$ cat src/rtl/lpd_pkg.sv
package lpd_pkg;

    typedef enum logic [1:0] {
        ST_HDR  = 2'd0,
        ST_PAY  = 2'd1,
        ST_PAD  = 2'd2,
        ST_DROP = 2'd3
    } lpd_state_e;

    typedef enum logic [1:0] {
        ERR_NONE  = 2'd0,
        ERR_CHECK = 2'd1,
        ERR_SIZE  = 2'd2,
        ERR_END   = 2'd3
    } lpd_err_e;

    localparam int HDR_BYTES = 4;

endpackage

$ cat src/rtl/lpd_hdr_asm.sv
// Collects the four header bytes and judges the header while its last byte is on the input.
module lpd_hdr_asm #(
    parameter int LEN_W   = 11,
    parameter int MAX_LEN = 1514
) (
    input  logic             clk,
    input  logic             rst,
    input  logic             take,
    input  logic             clear,
    input  logic [7:0]       byte_in,
    output logic [1:0]       cnt,
    output logic [LEN_W-1:0] len,
    output logic             chk_ok,
    output logic             size_ok
);
    localparam int HI_W = LEN_W - 8;
    localparam logic [LEN_W-1:0] MAX_L = LEN_W'(MAX_LEN);

    logic [LEN_W-1:0] len_q;
    logic [7:0]       chk_lo_q;
    logic [LEN_W-1:0] chk_full;

    always_ff @(posedge clk) begin
        if (rst || clear) begin
            cnt <= '0;
        end else if (take) begin
            cnt <= cnt + 2'd1;
        end
    end

    always_ff @(posedge clk) begin
        if (rst) begin
            len_q    <= '0;
            chk_lo_q <= '0;
        end else if (take) begin
            case (cnt)
                2'd0:    len_q[7:0]       <= byte_in;
                2'd1:    len_q[LEN_W-1:8] <= byte_in[HI_W-1:0];
                2'd2:    chk_lo_q         <= byte_in;
                default: ;
            endcase
        end
    end

    // The check field's upper bits come from the byte being accepted now.
    assign len      = len_q;
    assign chk_full = {byte_in[HI_W-1:0], chk_lo_q};
    assign chk_ok   = (chk_full == ~len_q);
    assign size_ok  = (len_q != '0) && (len_q <= MAX_L);

    // a partial header is only dropped when a byte is actually accepted
    a_r7_clear_with_take: assert property (@(posedge clk) disable iff (rst)
        clear |-> take);

endmodule

$ cat src/rtl/lpd_rem_cnt.sv
// Payload bytes still owed for the current frame; survives transfer boundaries.
module lpd_rem_cnt #(
    parameter int LEN_W = 11
) (
    input  logic             clk,
    input  logic             rst,
    input  logic             load,
    input  logic [LEN_W-1:0] load_val,
    input  logic             dec,
    output logic [LEN_W-1:0] rem,
    output logic             is_last
);
    localparam logic [LEN_W-1:0] ONE = LEN_W'(1);

    always_ff @(posedge clk) begin
        if (rst) begin
            rem <= '0;
        end else if (load) begin
            rem <= load_val;
        end else if (dec) begin
            rem <= rem - ONE;
        end
    end

    assign is_last = (rem == ONE);

    // never count a byte that was not owed
    a_r1_dec_nonzero: assert property (@(posedge clk) disable iff (rst)
        dec |-> (rem != '0));

    // a new frame is only started once the previous one is fully counted
    a_r1_load_when_idle: assert property (@(posedge clk) disable iff (rst)
        load |-> (rem == '0));

endmodule

$ cat src/rtl/lpd_deframer.sv
module lpd_deframer
    import lpd_pkg::*;
#(
    parameter int LEN_W   = 11,
    parameter int MAX_LEN = 1514
) (
    input  logic       clk,
    input  logic       rst,
    input  logic [7:0] in_data,
    input  logic       in_valid,
    input  logic       in_end,
    output logic       in_ready,
    output logic [7:0] out_data,
    output logic       out_valid,
    output logic       out_last,
    input  logic       out_ready,
    output logic       err_valid,
    output logic [1:0] err_code
);
    localparam logic [1:0] LAST_HDR_IDX = 2'(HDR_BYTES - 1);
    localparam logic [1:0] HALF_HDR_IDX = 2'(HDR_BYTES / 2 - 1);

    lpd_state_e       state, state_n;
    lpd_err_e         err_n;
    logic             odd_q, odd_n;
    logic             acc;
    logic             hdr_take, hdr_clear;
    logic [1:0]       hcnt;
    logic [LEN_W-1:0] hdr_len;
    logic             chk_ok, size_ok;
    logic             cnt_load, cnt_dec;
    logic [LEN_W-1:0] rem;
    logic             is_last;

    assign in_ready  = (state == ST_PAY) ? out_ready : 1'b1;
    assign acc       = in_valid && in_ready;
    assign hdr_take  = (state == ST_HDR) && acc;
    assign out_data  = in_data;
    assign out_valid = (state == ST_PAY) && in_valid;
    assign out_last  = out_valid && is_last;

    lpd_hdr_asm #(
        .LEN_W   (LEN_W),
        .MAX_LEN (MAX_LEN)
    ) u_hdr (
        .clk     (clk),
        .rst     (rst),
        .take    (hdr_take),
        .clear   (hdr_clear),
        .byte_in (in_data),
        .cnt     (hcnt),
        .len     (hdr_len),
        .chk_ok  (chk_ok),
        .size_ok (size_ok)
    );

    lpd_rem_cnt #(
        .LEN_W (LEN_W)
    ) u_rem (
        .clk      (clk),
        .rst      (rst),
        .load     (cnt_load),
        .load_val (hdr_len),
        .dec      (cnt_dec),
        .rem      (rem),
        .is_last  (is_last)
    );

    always_comb begin
        state_n   = state;
        err_n     = ERR_NONE;
        odd_n     = odd_q;
        hdr_clear = 1'b0;
        cnt_load  = 1'b0;
        cnt_dec   = 1'b0;
        unique case (state)
            ST_HDR: begin
                if (acc) begin
                    if (hcnt == LAST_HDR_IDX) begin
                        if (!chk_ok) begin
                            err_n   = ERR_CHECK;
                            state_n = in_end ? ST_HDR : ST_DROP;
                        end else if (!size_ok) begin
                            err_n   = ERR_SIZE;
                            state_n = in_end ? ST_HDR : ST_DROP;
                        end else begin
                            cnt_load = 1'b1;
                            odd_n    = hdr_len[0];
                            state_n  = ST_PAY;
                        end
                    end else if (in_end && (hcnt != HALF_HDR_IDX)) begin
                        err_n     = ERR_END;
                        hdr_clear = 1'b1;
                    end
                end
            end
            ST_PAY: begin
                if (acc) begin
                    cnt_dec = 1'b1;
                    if (is_last) begin
                        if (odd_q && in_end) begin
                            err_n   = ERR_END;
                            state_n = ST_HDR;
                        end else if (odd_q) begin
                            state_n = ST_PAD;
                        end else begin
                            state_n = ST_HDR;
                        end
                    end
                end
            end
            ST_PAD: begin
                if (acc) begin
                    state_n = ST_HDR;
                end
            end
            ST_DROP: begin
                if (acc && in_end) begin
                    state_n = ST_HDR;
                end
            end
        endcase
    end

    always_ff @(posedge clk) begin
        if (rst) begin
            state <= ST_HDR;
            odd_q <= 1'b0;
        end else begin
            state <= state_n;
            odd_q <= odd_n;
        end
    end

    always_ff @(posedge clk) begin
        if (rst) begin
            err_valid <= 1'b0;
            err_code  <= ERR_NONE;
        end else begin
            err_valid <= (err_n != ERR_NONE);
            err_code  <= err_n;
        end
    end

    // a stalled sink must stall the source
    a_r8_stall_blocks_input: assert property (@(posedge clk) disable iff (rst)
        (out_valid && !out_ready) |-> !in_ready);

    // a pulse always carries a cause
    a_r9_err_code_set: assert property (@(posedge clk) disable iff (rst)
        err_valid |-> (err_code != 2'd0));

    // header collection is idle while payload is forwarded
    a_r4_hdr_idle_in_payload: assert property (@(posedge clk) disable iff (rst)
        (state == ST_PAY) |-> (hcnt == 2'd0));

    // output only while bytes are still owed
    a_r1_output_owed: assert property (@(posedge clk) disable iff (rst)
        out_valid |-> (rem != '0));

    // the pad state is entered only after an odd-length frame
    a_r6_pad_after_odd: assert property (@(posedge clk) disable iff (rst)
        (state == ST_PAD) |-> odd_q);

endmodule

$ cat config.mk
export PLATFORM = sky130hd
export DESIGN_NAME = lpd_deframer
export DESIGN_NICKNAME = d
export VERILOG_FILES = /design/src/rtl/lpd_pkg.sv /design/src/rtl/lpd_hdr_asm.sv /design/src/rtl/lpd_rem_cnt.sv /design/src/rtl/lpd_deframer.sv
export SDC_FILE = /design/constraint.sdc
export NUM_CORES = 1
export LEC_CHECK = 0
export ABC_AREA = 1
export BUFFER_PORTS_ARGS = -buffer_cell sky130_fd_sc_hd__buf_2
export CAP_MARGIN = 25
export CELL_PAD_IN_SITES_DETAIL_PLACEMENT = 0
export CELL_PAD_IN_SITES_GLOBAL_PLACEMENT = 2
export CORE_MARGIN = 5
export CORE_UTILIZATION = 31
export DETAILED_ROUTE_END_ITERATION = 10
export PLACE_DENSITY_LB_ADDON = 0.1
export SETUP_SLACK_MARGIN = 0.05
export SLEW_MARGIN = 20
export SYNTH_ARGS = -nofsm -noshare
export SYNTH_HDL_FRONTEND = slang
export SYNTH_SLANG_ARGS = --single-unit
$ cat constraint.sdc
create_clock -name clk -period 1.7 [get_ports clk]
set_input_delay 0 -clock clk [delete_from_list [all_inputs] [get_ports clk]]
set_output_delay 0 -clock clk [all_outputs]
set_load 0.03 [all_outputs]
After elaboration in Yosys (flattened, before gate mapping)
Cells that the tools add are included.
{"block": "word_totals", "memories": 0, "latch_bits": 0, "register_bits": 38, "rom_bits": 0, "ram_bits": 0, "output_inout_bits": 14, "inputBits": 13}
{"block": "classes", "n_addsub": 2, "shift": 0, "n_bitwise": 1, "mul": 0, "mux": 35, "reduce_logical": 19, "n_eq_ne": 15, "n_lt_le_gt_ge": 1, "div": 0}
{"op": "two-way mux 2 bit", "count": 19}
{"op": "two-way mux 11 bit", "count": 2}
{"op": "two-way mux 1 bit", "count": 12}
{"op": "== test 11 x 1 -> 1 bit (second input constant)", "count": 1}
{"op": "== test 11 bit", "count": 1}
{"op": "<= comparator 11 bit (second input constant)", "count": 1}
{"op": "inverter 11 bit", "count": 1}
{"op": "nonzero test 11 bit", "count": 1}
{"op": "subtractor 11 x 1 -> 11 bit (second input constant)", "count": 1}
{"op": "inequality test 2 bit (second input constant)", "count": 5}
{"op": "== test 2 bit (second input constant)", "count": 4}
{"op": "logical AND 1 bit", "count": 8}
{"op": "case mux 2 bit (4 select lines)", "count": 1}
{"op": "AND reduction 2 bit", "count": 3}
{"op": "AND reduction 6 bit", "count": 1}
{"op": "AND reduction 5 bit", "count": 1}
{"op": "== test 2 x 1 -> 1 bit (second input constant)", "count": 2}
{"op": "logical NOT 2 bit", "count": 2}
{"op": "inequality test 2 x 1 -> 1 bit (second input constant)", "count": 2}
{"op": "case mux 2 bit (2 select lines)", "count": 1}
{"op": "nonzero test 2 bit", "count": 2}
{"op": "adder 2 x 1 -> 2 bit (second input constant)", "count": 1}
{"op": "logical OR 1 bit", "count": 1}

Depth between registers and ports, before layout
Gate-level depths: netlist of run 1.
{"block": "depth", "depth_word": 8, "mapped_depth": 12, "mapped_depth_nobuf": 12}

Hierarchy
Synthesis of run 1 repeated with hierarchy kept, for this count alone.
{"block": "unflattened", "hier_cells": 344, "hier_area_um2": 2274.7}
{"mod": "lpd_hdr_asm", "cells_each": 152, "n_inst": 1, "area_per_inst_um2": 1044.8}
{"mod": "lpd_rem_cnt", "cells_each": 112, "n_inst": 1, "area_per_inst_um2": 732.0}
{"mod": "lpd_deframer", "cells_each": 80, "n_inst": 1, "area_per_inst_um2": 498.0}

Worst setup path before layout of run 1
OpenSTA, ideal clock, no wires.
{"block": "synth_path", "path_type": "reg-to-reg", "from": "reg state[0]", "to": "reg u_rem.rem[7]", "arrival_time_ns": 1.629, "required_ns": 1.635, "setup_ns": 0.065, "path_slack_ns": 0.006, "stages_incl_launch_ff": 10, "cell_sequence": "dfxtp_1 nand2_1 nor2_1 nand2_1 clkbuf_1 a21oi_1 o21ai_0 nand2_1 nor2_1 nor2_1"}
{"block": "synth_between", "elab_chain_len": 6}
{"element": "start: declaration", "line_no": "lpd_deframer.sv:23", "source": "lpd_state_e state, state_n;"}
{"element": "start signal: assignment", "line_no": "lpd_deframer.sv:130", "source": "state <= state_n;"}
{"element": "== test 2 x 1 -> 1 bit", "line_no": "lpd_deframer.sv:35, lpd_deframer.sv:76"}
{"element": "two-way mux 1 bit", "line_no": "lpd_deframer.sv:35", "source": "assign in_ready = (state == ST_PAY) ? out_ready : 1'b1;"}
{"element": "logical AND 1 bit", "line_no": "lpd_deframer.sv:36", "source": "assign acc = in_valid && in_ready;"}
{"element": "two-way mux 1 bit (on tied branches)", "line_no": "lpd_deframer.sv:78, lpd_deframer.sv:98"}
{"element": "two-way mux 1 bit", "line_no": "lpd_deframer.sv:76", "source": "unique case (state)"}
{"element": "two-way mux 11 bit or nonzero test 2 bit (tied branches)"}
{"element": "end signal: assignment", "line_no": "lpd_rem_cnt.sv:19", "source": "rem <= load_val;"}
{"element": "end signal: assignment", "line_no": "lpd_rem_cnt.sv:21", "source": "rem <= rem - ONE;"}
{"element": "end: declaration", "line_no": "lpd_rem_cnt.sv:10", "source": "output logic [LEN_W-1:0] rem,"}
Several ways; a longest one is shown, not always the timed one.
A chain may end at the register's enable or synchronous reset.

Final worst setup path of run 1
{"block": "layout_path", "from": "reg u_hdr.len_q[3], in the netlist u_hdr.len[3]", "to": "reg u_rem.rem[5]"}
{"block": "layout_between", "elab_chain_len": 8}
{"element": "start: declaration", "line_no": "lpd_hdr_asm.sv:19", "source": "logic [LEN_W-1:0] len_q;"}
{"element": "start signal: assignment", "line_no": "lpd_hdr_asm.sv:37", "source": "2'd0: len_q[7:0] <= byte_in;"}
{"element": "start signal: indexed assignment", "line_no": "lpd_hdr_asm.sv:38", "source": "2'd1: len_q[LEN_W-1:8] <= byte_in[HI_W-1:0];"}
{"element": "<= comparator 11 bit or nonzero test 11 bit (tied branches)", "line_no": "lpd_hdr_asm.sv:49", "source": "assign size_ok = (len_q != '0) && (len_q <= MAX_L);"}
{"element": "logical AND 1 bit", "line_no": "lpd_hdr_asm.sv:49"}
{"element": "two-way mux 1 bit", "line_no": "lpd_deframer.sv:83", "source": "end else if (!size_ok) begin"}
{"element": "two-way mux 1 bit *", "line_no": "lpd_deframer.sv:80", "source": "if (!chk_ok) begin"}
{"element": "two-way mux 1 bit *", "line_no": "lpd_deframer.sv:79", "source": "if (hcnt == LAST_HDR_IDX) begin"}
{"element": "two-way mux 1 bit *", "line_no": "lpd_deframer.sv:78", "source": "if (acc) begin"}
{"element": "two-way mux 1 bit *", "line_no": "lpd_deframer.sv:76"}
{"element": "two-way mux 11 bit or nonzero test 2 bit (tied branches)"}
Every way passes the cells marked *; elsewhere a longest branch is shown, timed or not.

==> run metrics, run 1 <==
DR vias 2359; crit path kind reg -> reg; total gr overflow 0; Worst slew margin 69.7%; final net count 436; Post-Route Setup TNS 0 ns; DR pass1 iterations 4; Max-Cap Viols 0; antenna cells 0; most frequent CP cell nand2_1; drt total wl 6420 microns; die area 9360 sq um; final hold violations 0; Hold Slack 0.0161 ns; DR DRC count 0; Final Slew Violations 0; unrepaired setup endpoints after global routing true; die width 96.7 microns; post-route cell area 3000 sq um; vias in the first global route 2189; Clock Sinks 38; largest net degree at the start of global routing 25; worst path cell trace inv_2, nand2_1, nand2_1, nand2_1, nor2_2, nand3_2, nor2_4, nand3_4, buf_6, nand2_1, nand2_1, a21oi_2; Synth Instances 369; PnR Total Power 1.99 mW; Post-DRT Antenna Nets 0; Final setup viols 0; number of H-tree levels 2; commonest non-fill, non-tap cell in the layout nand2_1; Placement Setup Slack -0.0120 ns; Final Core Density 41.2%; part of the cycle the worst path needs 96.1%; Hold Crit Endpoint u_hdr.len[7]; min-delay src in_data[7]; fin crit period 1.63 ns; row cnt 31; proportion of layout cells with a drive suffix above 1 30.9%; critical path arrival 1.86 ns; power density cells 662 nW/um^2; R2R depth 12; placed insts 499; TritonCTS Buffers 5; top cells by area, synth dfxtp_1, nand2_1, a21oi_1; 1st-iter DRT viols 66; worst hold path type in -> reg; Setup crit end kind flip-flop; status completed; Finished Layout Cells 517; clk_skew 0.00358 ns; syn_nets 388; Initial Utilization 32.0%; Mean Syn Cell Area 6.32 sq um; IO Count 27; area of the mapped netlist 2330 sq um; DP Area 2660 sq um; post-DR vias/cell 4.56; Yosys cell types 26; worst stage delay on the critical path 0.34 ns; Fill cells 866; Port Buffers 26; CP max stage cell dfxtp_2; Reg2Reg Setup Slack 0.07 ns; cell taking the most area after synthesis dfxtp_1; CTS tree done; Final WS setup 0.0664 ns; YS warnings 0; insertion delay to the later sink of the worst-skew pair 0.29 ns; CP max FO 7; crit path from u_hdr.len[3]; Synth top area share 32.6%; r2r startpoint u_hdr.len[3]; Crit path required time 1.93 ns; #FFs+latches synth 38; Static Leakage 1.32 nW; WHS Path Cells 3; critical path launch point type flip-flop; global-route wire length before repair 10600 microns; Core ar. 7290 sq um; initial antenna violation count 0; Slew @ Worst Pin 0.453 ns; Root Buffer clkbuf_8; post-synthesis sequential area ratio 32.6%; Clock transition at path regs 0.08 ns; most frequent cells in the layout nand2_1, inv_1, nor2_1, a21oi_1, buf_4; Routed WL per cell 12.4 microns; Die Height 96.7 microns; Layout Area Growth over Synthesis 28.8%; clock buffer depth 2; R2R Path End u_rem.rem[5]; gr usage total 13.7%; Post-DP HPWL 4950 microns; peak supply drop 0.298 mV; f_max 612 MHz; Placer Congestion 0.860
## synth_stat cells
| master | instances |
|---|---|
| nand4_1 | 14 |
| o21ai_0 | 22 |
| nand3b_1 | 1 |
| nand2_2 | 1 |
| and3_1 | 1 |
| nand3_1 | 24 |
| clkbuf_1 | 7 |
| a21oi_1 | 34 |
| nand2_1 | 98 |
| nand3_4 | 1 |
| dfxtp_1 | 38 |
| buf_6 | 1 |
| nor2_2 | 3 |
| or2_2 | 5 |
| buf_4 | 10 |
| nor3_1 | 5 |
| nor2_1 | 43 |
| xnor2_1 | 1 |
| nor2_4 | 1 |
| inv_1 | 45 |
| nand3_2 | 1 |
| a21oi_2 | 2 |
| buf_2 | 1 |
| nor4_1 | 1 |
| ha_1 | 6 |
| xor2_1 | 3 |
## where the power goes
group          switching (mW)  internal (mW)
registers              0.0327          0.925
logic                   0.233          0.141
clock network           0.328          0.328
## final cells by class
type,instances,area (sq um),area share [%]
clock inverter,1,5.00,0.167
tap,99,124,4.12
multi-input combinational,267,1420,47.1
clock buffer,7,86.3,2.87
inverter,45,169,5.62
timing repair buffer,60,423,14.1
sequential,38,782,26.0
## routing by layer
metal / vias up / routed length, microns / GRT usage (%)
met5: - / 0 / 0
met4: 0 / 65 / 3.89
met3: 5 / 140 / 2.66
met2: 18 / 2890 / 21.5
met1: 1069 / 3330 / 19.0
li1: 1267 / - / -
## state kept, by name, summed over array words and instances (netlist names)
| name | count |
|---|---|
| err_code | 2 |
| err_valid | 1 |
| odd_q | 1 |
| state | 2 |
| u_hdr.chk_lo_q | 8 |
| u_hdr.cnt | 2 |
| u_hdr.len | 11 |
| u_rem.rem | 11 |
## how the worst max path moves through the flow
stage	to
final	u_rem.rem[5]
after floorplan	u_rem.rem[7]
after global routing	u_rem.rem[8]
after CTS	u_rem.rem[8]
after global placement	u_rem.rem[10]
after detailed placement	u_rem.rem[8]
## logic make-up (layout without fill, tap and decap cells)
group | after synthesis | count (layout) | synth area share (%)
AOI/OAI and AO/OA | 58 | 58 | 12.8
DFF | 38 | 38 | 32.6
xor gates and xnor gates | 4 | 4 | 1.50
adders and majority gates | 6 | 6 | 3.22
buffers and inverters | 64 | 113 | 12.3
and+or+nand+nor | 199 | 199 | 37.6
## critical path: cells and delay by family, from the launching register on
family	cells	cell delay (ns)
AOI/OAI and AO/OA	1	0.10
buffers and inverters	2	0.25
DFF	1	0.34
and+or+nand+nor	9	0.86
## repair_timing
action	in CTS	in global routing
endpoints found under the setup margin	13	23
resized for setup	18	46
hold buffers	3	0
pin swaps	4	16
setup buffers	4	3
hold endpoints to repair	4	0
Power figures use the tool's default switching activity.
==> run 2, diff against run 1 <==
--- a/config.mk
+++ b/config.mk
@@ -8,12 +8,11 @@
 export ABC_AREA = 1
 export BUFFER_PORTS_ARGS = -buffer_cell sky130_fd_sc_hd__buf_2
 export CAP_MARGIN = 25
-export CELL_PAD_IN_SITES_DETAIL_PLACEMENT = 0
-export CELL_PAD_IN_SITES_GLOBAL_PLACEMENT = 2
 export CORE_MARGIN = 5
-export CORE_UTILIZATION = 31
+export CORE_UTILIZATION = 39
+export CTS_BUF_LIST = sky130_fd_sc_hd__clkbuf_8 sky130_fd_sc_hd__clkbuf_16
 export DETAILED_ROUTE_END_ITERATION = 10
-export PLACE_DENSITY_LB_ADDON = 0.1
+export PLACE_DENSITY_LB_ADDON = 0.2
 export SETUP_SLACK_MARGIN = 0.05
 export SLEW_MARGIN = 20
 export SYNTH_ARGS = -nofsm -noshare
==> run 2 against run 1 <==
The flow now finishes with violations (hold timing). Cell count is 6.8% lower. Via count is 0.42% higher. Non-clock buffer count is 11 lower. Critical endpoint is now u_rem.rem[4]. Global-route usage is 2.2 points higher. Count of clock-buffer cells in the layout is 2 lower. Combinational power is 7.5% lower.
==> run metrics, run 2 (same netlist as run 1, synthesis figures left out) <==
row cnt 28 (-9.7%); status complete, but fails checks; Worst slew margin 74.2% (+4.4 points); failing checks hold timing; largest net degree at the start of global routing 17 (-32%); final net count 425 (-2.5%); Slew @ Worst Pin 0.387 ns (-0.0666 ns); clk_skew 0.00857 ns (+0.00499 ns); Post-Route Setup TNS 0 ns (unchanged); power density cells 712 nW/um^2 (+7.7%); min-delay src in_data[4]; post-route cell area 2890 sq um (-3.8%); crit path from u_hdr.chk_lo_q[1]; Initial Utilization 39.9% (+7.9 points); Die Height 87.3 microns (-9.7%); most frequent cells in the layout nand2_1, inv_1, nor2_1; CTS tree done; Static Leakage 1.27 nW (-3.5%); Layout Area Growth over Synthesis 23.9%; Crit path required time 1.92 ns (about the same); DR DRC count 0 (unchanged); Core ar. 5850 sq um (-20%); Root Buffer clkbuf_8; insertion delay to the later sink of the worst-skew pair 0.29 ns (about the same); post-DR vias/cell 4.91 (+7.7%); worst path cell trace nand2_1, inv_1, nor2_2, nand2_1, nor2_2, nand3_2, nor2_4, nand3_4, buf_6, nand2_2, nand2_2, a21oi_2; Port Buffers 26 (unchanged); crit path kind reg -> reg; worst stage delay on the critical path 0.33 ns (about the same); Routed WL per cell 12.5 microns (+0.73%); Post-DRT Antenna Nets 0 (unchanged); Post-DP HPWL 4490 microns (-9.2%); r2r startpoint u_hdr.chk_lo_q[1]; peak supply drop 0.413 mV (+39%); die width 87.3 microns (-9.7%); Final Slew Violations 0 (unchanged); Clock Sinks 38 (unchanged); commonest non-fill, non-tap cell in the layout nand2_1; worst hold path type in -> reg; global-route wire length before repair 9630 microns (-9.4%); Placer Congestion 0.863 (+0.41%); clock buffer depth 2 (unchanged); Top Family by Delay on Critical Path simple AND/OR/NAND/NOR gates; fin crit period 1.65 ns (+0.0115 ns); f_max 608 MHz (-0.70%); Setup crit end kind flip-flop; CP max stage cell dfxtp_2; gr usage total 15.8% (+2.2 points); Hold Slack -0.00156 ns (-0.0177 ns); DP Area 2580 sq um (-3.3%); TritonCTS Buffers 5 (unchanged); critical path arrival 1.87 ns (about the same); IO Count 27 (unchanged); final hold violations 1 (+1); part of the cycle the worst path needs 96.8% (+0.68 points); Clock transition at path regs 0.08 ns (about the same); critical path launch point type flip-flop; unrepaired setup endpoints after global routing true; vias in the first global route 2084 (-4.8%); 1st-iter DRT viols 85 (+29%); number of H-tree levels 2 (unchanged); proportion of layout cells with a drive suffix above 1 28.5% (-2.4 points); Max-Cap Viols 0 (unchanged); die area 7630 sq um (-18%); antenna cells 0 (unchanged); WP buf/inv 2 (unchanged); CP max FO 5 (-2); initial antenna violation count 0 (unchanged); Final setup viols 0 (unchanged); drt total wl 6030 microns (-6.1%); DR pass1 iterations 4 (unchanged); DR vias 2369 (+0.42%); total gr overflow 0 (unchanged)
[run 2: cell types whose count changed in the layout (fill, tap and decap cells not counted), sizes merged]
cell and change:
inv +2, dlygate4sd3 -2, clkbuf -2, buf -9, bufinv +1, clkinv -1
[run 2: tightest hold or removal path: stages]
cell and delay, ns:
buf_2 0.11, nand3_1 0.07, a21oi_1 0.06
[run 2: what timing repair did]
action,in CTS,in global routing
gates resized for setup,7,53
pin swaps,2,16
hold buffers,1,0
hold endpoints to repair,5,0
buffers inserted,2,1
setup endpoints to repair,19,29
gates cloned,0,1
[run 2: worst paths after layout]
| path | endpoint | slack [ns] | depth (start not counted) |
|---|---|---|---|
| setup / recovery | u_rem.rem[4] | 0.05 | 12 |
| hold / removal | u_hdr.chk_lo_q[4] | -0.002 | 3 |
| hold reg to reg | u_hdr.chk_lo_q[6] | 0.47 | 2 |
| setup reg to reg | u_rem.rem[4] | 0.05 | 12 |
[run 2: layer usage]
layer | GRT usage (%) | vias to the layer above | wire (microns)
met5 | 0 | - | 0
met4 | 5.02 | 0 | 67
met3 | 2.84 | 7 | 216
met2 | 26.4 | 38 | 2970
met1 | 20.6 | 1079 | 2780
li1 | - | 1245 | -
[run 2: cell type report]
| type | instances | area, sq um |
|---|---|---|
| fillers | 600 | 2960 |
| well taps | 75 | 93.8 |
| repair buffers | 49 | 324 |
| clock buffers | 5 | 68.8 |
| inverters | 45 | 169 |
| clock inverters | 3 | 37.5 |
| multi-input cells | 267 | 1420 |
| flip-flops and latches | 38 | 782 |
[run 2: power by group]
part	switching [mW]	internal (mW)
clock network	0.326	0.427
registers	0.0340	0.926
logic	0.221	0.124
total	0.581	1.48
[run 2: per-stage QoR]
step	hold WS (ns)	std cells	utilization (%)	setup slack, ns	power [mW]
CTS	0.00391	480	46.5	0.0524	2.05
finish	-0.00156	482	49.4	0.0548	2.06
global route	0.00789	482	49.4	-0.0625	2.18
global placement	0.279	469	44.0	0.00309	1.29
detailed placement	0.278	469	44.0	-0.0342	1.29
floorplan	0.0691	369	-	0.180	1.19
==> run 3, diff against run 2 <==
--- a/config.mk
+++ b/config.mk
@@ -8,11 +8,12 @@
 export ABC_AREA = 1
 export BUFFER_PORTS_ARGS = -buffer_cell sky130_fd_sc_hd__buf_2
 export CAP_MARGIN = 25
+export CORE_ASPECT_RATIO = 0.9
 export CORE_MARGIN = 5
 export CORE_UTILIZATION = 39
-export CTS_BUF_LIST = sky130_fd_sc_hd__clkbuf_8 sky130_fd_sc_hd__clkbuf_16
+export CTS_BUF_LIST = sky130_fd_sc_hd__clkbuf_4
 export DETAILED_ROUTE_END_ITERATION = 10
-export PLACE_DENSITY_LB_ADDON = 0.2
+export PLACE_DENSITY = 0.58
 export SETUP_SLACK_MARGIN = 0.05
 export SLEW_MARGIN = 20
 export SYNTH_ARGS = -nofsm -noshare
==> run 3 against run 2 <==
The run now ends clean. Routed wire length shrank 0.88%. Fmax grew 2.2%. Hold slack gained 0.022 ns. Total power shrank 13%. Combinational power grew 3%. Sequential cell count is the same. First-iteration DRC count grew 44%. Via count grew 0.34%. Sequential power is essentially flat. Critical path type unchanged. Largest cell class unchanged. Largest power group unchanged.
==> run metrics, run 3 (same netlist as run 1, synthesis figures left out) <==
clk_skew 0.0146 ns (+0.00598 ns); Placer Congestion 0.835 (-3.2%); Reg2Reg Setup Slack 0.09 ns (+0.04 ns); Crit path required time 1.98 ns (+0.06 ns); Die Height 83.4 microns (-4.5%); peak supply drop 0.309 mV (-25%); global-route wire length before repair 10200 microns (+5.5%); critical path launch point type flip-flop; Static Leakage 1.28 nW (+0.64%); clock buffer depth 2 (unchanged); power density cells 610 nW/um^2 (-14%); Final setup viols 0 (unchanged); Fill cells 581 (-3.2%); GR peak layer met2; DR DRC count 0 (unchanged); Post-Route Setup TNS 0 ns (unchanged); crit path kind reg -> reg; Post-DRT Antenna Nets 0 (unchanged); TritonCTS Buffers 5 (unchanged); IO Count 27 (unchanged); row cnt 26 (-7.1%); unrepaired setup endpoints after global routing true; die area 7630 sq um (about the same); final net count 431 (+1.4%); proportion of layout cells with a drive suffix above 1 31.0% (+2.5 points); drt total wl 5980 microns (-0.88%); most frequent cells in the layout nand2_1, inv_1, nor2_1; number of H-tree levels 2 (unchanged); Initial Utilization 40.5% (+0.64 points); placed insts 460 (-1.9%); Worst slew margin 74.6% (+0.40 points); vias in the first global route 2261 (+8.5%); Layout Area Growth over Synthesis 25.5%; antenna cells 0 (unchanged); Clock transition at path regs 0.12 ns (+0.04 ns); initial antenna violation count 0 (unchanged); CTS tree done; GRT met3 Usage 2.80% (-0.035 points); Finished Layout Cells 483 (+0.21%); Setup crit end kind flip-flop; Final Slew Violations 0 (unchanged); Core ar. 5760 sq um (-1.6%); met1 Use GR 22.2% (+1.6 points); fin crit period 1.61 ns (-0.0354 ns); f_max 621 MHz (+2.2%); CP max FO 7 (+2); Max-Cap Viols 0 (unchanged); 1st-iter DRT viols 122 (+44%); status completed; die width 91.5 microns (+4.8%); worst hold path type in -> reg; total gr overflow 0 (unchanged); met2 GRT Util 25.1% (-1.3 points); commonest non-fill, non-tap cell in the layout nand2_1; DR vias 2377 (+0.34%); largest net degree at the start of global routing 18 (+1); critical path arrival 1.89 ns (+0.02 ns); Post-DP HPWL 4460 microns (-0.78%); post-DR vias/cell 4.92 (+0.13%); DR pass1 iterations 4 (unchanged); Slew @ Worst Pin 0.381 ns (-0.00592 ns); insertion delay to the later sink of the worst-skew pair 0.35 ns (+0.06 ns); gr usage total 16.0% (+0.16 points); final hold violations 0 (-1); Clock Sinks 38 (unchanged); Port Buffers 26 (unchanged); Root Buffer clkbuf_4; Routed WL per cell 12.4 microns (-1.1%); part of the cycle the worst path needs 94.7% (-2.1 points)
## run 3: cell count changes in the layout (fill, tap and decap cells not counted), sizes merged
| cell | previous run | this run |
|---|---|---|
| buf | 48 | 45 |
| bufinv | 1 | 0 |
| clkbuf | 5 | 7 |
| clkinv | 0 | 2 |
| dlygate4sd3 | 1 | 9 |
| inv | 47 | 45 |
## run 3: layout make-up
cell class | count | area, sq um | share of cell area, %
clock buffers | 6 | 45.0 | 1.54
clock inverters | 2 | 8.76 | 0.299
inverters | 45 | 169 | 5.77
multi-input cells | 267 | 1430 | 48.9
flip-flops and latches | 38 | 788 | 26.9
well taps | 70 | 87.6 | 2.99
repair buffers | 55 | 397 | 13.5
## run 3: final timing paths
path | from | to | depth (start not counted)
max | u_hdr.len[2] | u_rem.rem[1] | 12
min | in_data[0] | u_hdr.len[0] | 3
max reg2reg | u_hdr.len[2] | u_rem.rem[1] | 12
min reg2reg | u_hdr.chk_lo_q[1] | u_hdr.chk_lo_q[1] | 2
## run 3: power by group
part	switching (mW)	leakage, nW	internal [mW]
clock network	0.300	0.0331	0.172
logic	0.226	0.931	0.131
registers	0.0328	0.317	0.925
total	0.559	1.28	1.23
## run 3: per-layer routing
metal  vias up  part of all wire [%]
met4         0                   1.2
met3         9                   2.3
met5         -                     0
met2        28                    45
met1      1073                    51
li1       1267                     -
## run 3: worst max-delay path: stages, from the launching register on
cell and delay, ns:
dfxtp_2 0.36, nand2_1 0.05, inv_1 0.04, nor2_2 0.12, nand2_1 0.08, nor2_2 0.14
nand3_2 0.12, nor2_4 0.16, nand3_4 0.11, buf_6 0.15, nand2_2 0.05, nand2_2 0.05
a21oi_2 0.12
## run 3: timing repair
item / 4_1_cts / 5_1_grt
buffers inserted: 1 / 5
setup endpoints to repair: 15 / 34
hold buffers: 9 / 0
resized for setup: 9 / 65
gates cloned: 0 / 0
pin swaps: 2 / 19
hold endpoints to repair: 13 / 0
## run 3: through the flow
step	power, mW	hold slack (ns)	area, sq um	utilization, %	setup slack (ns)
finish	1.79	0.0208	2930	50.8	0.0902
global route	1.89	0.0300	2930	50.8	-0.0117
CTS	1.78	0.0112	2710	47.1	0.0413
detailed placement	1.28	0.275	2550	44.3	0.0285
global placement	1.28	0.268	2550	44.3	0.0384
floorplan	1.19	0.0691	2330	-	0.180
